<file path="src/rtl/grp_ack_ctrl.sv">
module grp_ack_ctrl #(
  parameter int N_SRC   = 8,
  parameter int PRIO_W  = 8,
  parameter int ID_W    = 10,
  parameter int SPUR_ID = 1023
) (
  input  logic                      clk,
  input  logic                      rst_n,
  input  logic [N_SRC-1:0]          src_level,
  input  logic [N_SRC*PRIO_W-1:0]   cfg_prio,
  input  logic [N_SRC-1:0]          cfg_group,
  input  logic                      irq_mask,
  input  logic                      ack0_rd,
  output logic [ID_W-1:0]           ack0_id,
  input  logic                      ack1_rd,
  output logic [ID_W-1:0]           ack1_id,
  input  logic                      eoi0_wr,
  input  logic [ID_W-1:0]           eoi0_id,
  input  logic                      eoi1_wr,
  input  logic [ID_W-1:0]           eoi1_id,
  output logic [ID_W-1:0]           hppi0_id,
  output logic [ID_W-1:0]           hppi1_id,
  output logic [N_SRC-1:0]          pend_vec,
  output logic [N_SRC-1:0]          act_vec,
  output logic                      irq
);
  localparam int IDX_W = (N_SRC > 1) ? $clog2(N_SRC) : 1;
  localparam logic [ID_W-1:0] SPUR = ID_W'(SPUR_ID);

  logic [N_SRC-1:0]  act_q, pend, set_m, clr_m;
  logic              win_hit, run_hit;
  logic [IDX_W-1:0]  win_idx;
  logic [PRIO_W-1:0] win_prio, run_prio;
  logic              g0_ok, g1_ok, eoi0_hit, eoi1_hit;
  logic [IDX_W-1:0]  e0_idx, e1_idx;

  assign pend = src_level & ~act_q;

  always_comb begin
    win_hit  = 1'b0;
    win_idx  = '0;
    win_prio = '1;
    run_hit  = 1'b0;
    run_prio = '1;
    for (int i = 0; i < N_SRC; i++) begin
      if (pend[i] && (!win_hit || cfg_prio[i*PRIO_W +: PRIO_W] < win_prio)) begin
        win_hit  = 1'b1;
        win_idx  = IDX_W'(i);
        win_prio = cfg_prio[i*PRIO_W +: PRIO_W];
      end
      if (act_q[i] && (!run_hit || cfg_prio[i*PRIO_W +: PRIO_W] < run_prio)) begin
        run_hit  = 1'b1;
        run_prio = cfg_prio[i*PRIO_W +: PRIO_W];
      end
    end
  end

  assign g0_ok    = win_hit && !cfg_group[win_idx];
  assign g1_ok    = win_hit &&  cfg_group[win_idx];
  assign hppi0_id = g0_ok ? ID_W'(win_idx) : SPUR;
  assign hppi1_id = g1_ok ? ID_W'(win_idx) : SPUR;
  assign ack0_id  = ack0_rd ? hppi0_id : SPUR;
  assign ack1_id  = ack1_rd ? hppi1_id : SPUR;
  assign irq      = !irq_mask && win_hit && (!run_hit || win_prio < run_prio);

  assign e0_idx   = eoi0_id[IDX_W-1:0];
  assign e1_idx   = eoi1_id[IDX_W-1:0];
  assign eoi0_hit = eoi0_wr && (eoi0_id < ID_W'(N_SRC)) && act_q[e0_idx] && !cfg_group[e0_idx];
  assign eoi1_hit = eoi1_wr && (eoi1_id < ID_W'(N_SRC)) && act_q[e1_idx] &&  cfg_group[e1_idx];

  always_comb begin
    set_m = '0;
    clr_m = '0;
    if ((ack0_rd && g0_ok) || (ack1_rd && g1_ok)) set_m[win_idx] = 1'b1;
    if (eoi0_hit) clr_m[e0_idx] = 1'b1;
    if (eoi1_hit) clr_m[e1_idx] = 1'b1;
  end

  always_ff @(posedge clk or negedge rst_n) begin
    if (!rst_n) act_q <= '0;
    else        act_q <= (act_q | set_m) & ~clr_m;
  end

  assign pend_vec = pend;
  assign act_vec  = act_q;

  AST_ACK_ACTIVATES: assert property (@(posedge clk) disable iff (!rst_n)
    (ack0_rd && ack0_id != SPUR) |=> act_q[$past(win_idx)]);
  AST_SPUR_ACK_STILL: assert property (@(posedge clk) disable iff (!rst_n)
    (ack1_rd && ack1_id == SPUR && !(ack0_rd && ack0_id != SPUR) && !eoi0_wr && !eoi1_wr)
      |=> $stable(act_q));
  AST_QUERY_GROUP: assert property (@(posedge clk) disable iff (!rst_n)
    (hppi1_id != SPUR) |-> cfg_group[hppi1_id[IDX_W-1:0]]);
  AST_IRQ_NEEDS_PEND: assert property (@(posedge clk) disable iff (!rst_n)
    irq |-> (pend_vec != '0));
  AST_ACTIVE_HOLDS: assert property (@(posedge clk) disable iff (!rst_n)
    (!eoi0_wr && !eoi1_wr) |=> ((act_q & $past(act_q)) == $past(act_q)));
endmodule

</file>
<file path="config.mk">
export PLATFORM = sky130hd
export DESIGN_NAME = grp_ack_ctrl
export DESIGN_NICKNAME = d
export VERILOG_FILES = /design/src/rtl/grp_ack_ctrl.sv
export SDC_FILE = /design/constraint.sdc
export NUM_CORES = 1
export LEC_CHECK = 0
export BUFFER_PORTS_ARGS = -buffer_cell sky130_fd_sc_hd__buf_2
export CORE_UTILIZATION = 25
export DETAILED_ROUTE_END_ITERATION = 7
export RECOVER_POWER = 50
export SLEW_MARGIN = 25
export SYNTH_ARGS = -nofsm -noshare
export SYNTH_HDL_FRONTEND = slang
export SYNTH_SLANG_ARGS = --single-unit
</file>
<file path="constraint.sdc">
create_clock -name clk -period 16.66 [get_ports clk]
set_input_delay 0.833 -clock clk [delete_from_list [all_inputs] [get_ports clk]]
set_output_delay 0.833 -clock clk [all_outputs]
set_load 0.01 [all_outputs]
</file>
; Word-level counts from Yosys, hierarchy flattened
; Cells that the tools add are included.
[totals]
register_bits = 8
output_inout_bits = 57
word_cells = 155
input_bits = 107
[classes]
magnitude_cmp = 23
muxes = 62
bitwise_logic = 6
n_reduce_logical = 63
[ops]
columns = cell, count
row1 = $mux W8, 19
row2 = $lt A8 B8 Y1, 15
row3 = $mux W10, 4
row4 = $logic_and A1 B1 Y1, 29
row5 = $mux W1, 25
row6 = $lt A10 B4 Y1 const B, 2
row7 = $logic_not A1 Y1, 18
row8 = $mux W3, 6
row9 = $and A8 B8 Y8, 2
row10 = $logic_or A1 B1 Y1, 16
row11 = $not A8 Y8, 2
row12 = $or A8 B8 Y8, 2
row13 = $bmux W1 S3, 5
row14 = $lt A3 B4 Y1 const B, 3
row15 = $demux W1 S3, 3
row16 = $ge A3 B1 Y1 const B, 3

; Depth between registers and ports, before layout
[depth]
depth_word = 40
mapped_depth = 87
ltp_nobuf = 77

; Worst setup path after synthesis
; Ideal clock, no wire load.
[synth_timing]
kind = input-to-output
startpoint = input port src_level[0]
endpoint = output port irq
arrival_ns = 15.807
cell_stages = 81
n_path_buf = 10
required_time_ns = 15.827
setup_slack_ns = 0.020
path_cell_list = nand2b_1 -> clkbuf_1 -> nor2_1 -> ha_1 -> a21o_1 -> a2111oi_4 -> a22oi_2 -> nand2_1 -> clkbuf_1 -> nand2_1 -> o21ai_0 -> inv_1 -> ha_1 -> a21o_1 -> a21oi_1 -> o211ai_1 -> a221oi_1 -> or2_1 -> [... 45 more ...] -> o211ai_2 -> a21boi_1 -> buf_2 -> mux2i_1 -> ha_1 -> a2111o_1 -> o31a_1 -> a31o_2 -> buf_2 -> buf_1 -> nor2_1 -> a21oi_1 -> ha_1 -> a21oi_1 -> nor2b_1 -> o21ai_0 -> or4b_2 -> o21ai_0
[synth_via]
elab_chain_len = 33
word_cells_on_any_way = 49
cone_classes = 8 x order compare / 16 x mux / 1 x bitwise / 24 x reduce/logical
[synth_lines]
columns = item, line_no
row1 = from (decl), 9  ; input logic [N_SRC-1:0] src_level,
row2 = $and A8 B8 Y8 *, 37  ; assign pend = src_level & ~act_q;
row3 = $mux W8 / $mux W1 (equally long branches), 46  ; if (pend[i] && (!win_hit || cfg_prio[i*PRIO_W +: PRIO_W] < win_prio)) begin
row4 = $lt A8 B8 Y1 / $logic_not A1 Y1 (equally long branches), 46
row5 = $logic_or A1 B1 Y1, 46
row6 = $logic_and A1 B1 Y1, 46
row7 = $mux W8 / $mux W1 (equally long branches), 46
row8 = $lt A8 B8 Y1 / $logic_not A1 Y1 (equally long branches), 46
row9 = $logic_or A1 B1 Y1, 46
row10 = [... 17 more ...], -
row11 = $mux W8 / $mux W1 (equally long branches), 46
row12 = $lt A8 B8 Y1 / $logic_not A1 Y1 (equally long branches), 46
row13 = $logic_or A1 B1 Y1, 46
row14 = $logic_and A1 B1 Y1, 46
row15 = $mux W8, 46
row16 = $lt A8 B8 Y1, 64  ; assign irq = !irq_mask && win_hit && (!run_hit || win_prio < run_prio);
row17 = $logic_or A1 B1 Y1, 64
row18 = $logic_and A1 B1 Y1 *, 64
row19 = to (decl), 25  ; output logic irq
; Mark *: on every way between the ends. The rest lies on a longest branch, timed or not.

; Worst setup path after layout
; Same ends and word-level chain as after synthesis.

==> metrics <==
Syn Inst Count roughly 840; pin count of the biggest net entering global routing 25; Worst path slowest cell or4b_2; period utilization 93.8%; post-synthesis instance area 6000 sq um; worst endpoint required time 15830 ps; DRC 0; row cnt 56; Horiz. Die Dim 157 um; Synth top area share 19.8%; syn nets 1041; Placed Cells 1291; final-report hold violation count 0; die area 24600 sq um; #FFs+latches synth 8; CP arrival 14800 ps; most frequent cells in the layout buf_2, ha_1, inv_1, nor2_1, a21oi_1; IO Port Bufs 163; outcome completed; die height approximately 160 um; final RePlAce weighted congestion 0.930; Cell variety after synth 87; ANT cells 0; Filler cells around 2700; worst-margin pin slew between 700 and 800 ps; layout cells sized above 1 26.0%; hold buffer count at cts 0; most frequent CP cell ha_1; max reg flops 8; via/cell ratio 5.19; vias in the first global route 6171; first-pass GRT wire length about 33000 um; HPWL Detailed 18500 um; EDFF count, synth 0; YS warnings 0; Max Cap Viol 0; total power 0.985 mW; Skew-Pair Late Insertion Delay 230 ps; Iteration-0 DRC Markers 602; PwrDens 135 nW/um^2; Async SR Flop Fraction 100%; crit path capture type primary output; Core Area roughly 24000 sq um; Clock Sinks 8; delay of the slowest critical-path stage 580 ps; Hold WS ~530 ps; TritonCTS Buffers 3; Synth area leaders ha_1, mux2_2, a21oi_1, inv_1, mux2i_1; Tmin final 15630 ps; Ports 164; # H-tree levels 1; Avg Cell Area, Syn 7.16 sq um; CP Class input pin to primary output; Overall Global Routing Usage 17.0%; synth-to-layout area growth 21.2%; register area share after synthesis under 10%; commonest non-fill, non-tap cell in the layout buf_2; initial antenna violation count 0; CP startpoint kind input pin; top_reg_cell synth dfrtp_1; Final setup viols 0; non-filler instance count after layout 1306; Slew Viols, Final 0; biggest area consumer among synthesized cells ha_1; critical-path maximum fanout 12; Placed Instance Area about 7000 sq um; Initial Util 25.5%; Reg clk slew, reported paths 40 ps; Max rail drop VDD 84.7 uV; Final Skew between 0.3 and 0.4 ps; drt total wl 21400 um; clock buffer depth 2; worst hold-check path type input pin to async pin; fmax 64.0 MHz; CTS Root Cell clkbuf_16; TNS Setup 0 ps; TritonCTS clock tree yes; Post-DRT Antenna Nets 0; unrepaired setup endpoints after global routing false; Final #Nets 1191; LEAKAGE 3.63 nW; via count 6778; Final Cell Area 7280 sq um; average wire per standard cell between 15 and 20 um; grt total ovfl 0; Pre-antenna DRT Iters 5; relative slew slack approximately half
where the power goes:
| part | switching (mW) | leakage [nW] | internal [mW] |
|---|---|---|---|
| combinational | 0.515 | 3.52 | 0.391 |
| clock | 0.00900 | 0.0370 | 0.0309 |
| sequential | 0.0156 | 0.0752 | 0.0238 |
| total | 0.539 | 3.63 | 0.445 |
critical path, delay by kind of cell:
kind            cells  cell delay, ps
mux                 5            1200
simple gates       17            3090
buf+inv            11            1400
fa+ha+maj           8            2290
compound gates     29            5910
per-layer routing:
layer  part of all wire (%)  global-route usage [%]
met5                      0                       0
met4                    1.4                    3.36
met3                    5.8                   0.936
met2                     45                    28.2
met1                     48                    24.1
metrics by stage:
stage,worst slack (ps),utilization (%)
2_1_floorplan,20.3,-
3_3_place_gp,577,30.1
3_5_place_dp,350,30.1
4_1_cts,158,30.4
5_1_grt,3.44,30.9
6_report,1030,30.9
cell families after synthesis:
family,count (synthesis),share of synthesized area (%)
AO/OA/AOI/OAI,272,32.4
adder cells (fa/ha/maj),97,20.1
buffers and inverters,135,10.1
flip-flops,8,3.33
multiplexers,66,12.0
AND/OR/NAND/NOR,261,22.1
worst paths after layout:
kind | start | endpoint | slack, ps | depth (start not counted)
hold reg to reg | act_vec[4]$_DFF_PN0_ | act_vec[4]$_DFF_PN0_ | 730 | 2
min in group clk | act_vec[4]$_DFF_PN0_ | act_vec[4]$_DFF_PN0_ | 730 | 2
hold / removal | rst_n | act_vec[1]$_DFF_PN0_ | 530 | 1
setup / recovery | src_level[0] | irq | 1030 | 70
max in group asynchronous | rst_n | act_vec[4]$_DFF_PN0_ | 15820 | 1
setup reg to reg | act_vec[0]$_DFF_PN0_ | act_vec[1]$_DFF_PN0_ | 2230 | 65
cell usage after synthesis, drive strengths merged (7+ instances only):
cell type / n
a211oi: 10
a21o: 24
a21oi: 66
a31oi: 7
buf: 34
clkbuf: 15
dfrtp: 8
ha: 95
inv: 86
mux2: 34
mux2i: 32
nand2: 62
nand2b: 11
nand3: 18
nand4: 8
nor2: 73
nor2b: 15
nor3: 16
nor4: 8
o211ai: 15
o21a: 17
o21ai: 53
o22ai: 8
or3: 10
timing repair:
action | in CTS | in global routing
endpoints found under the setup margin | 0 | 41
resized for setup | 0 | 23
setup buffers | 0 | 11
area by class of cell:
cell class | instances | area, sq um | share of cell area, %
clock buffer | 3 | 75.1 | 1.03
inverter | 86 | 327 | 4.49
multi-input combinational | 696 | 5250 | 72.1
sequential | 8 | 200 | 2.75
tap | 319 | 399 | 5.48
timing repair buffer | 194 | 1030 | 14.1
No activity file was read; power rests on OpenSTA's default activity.
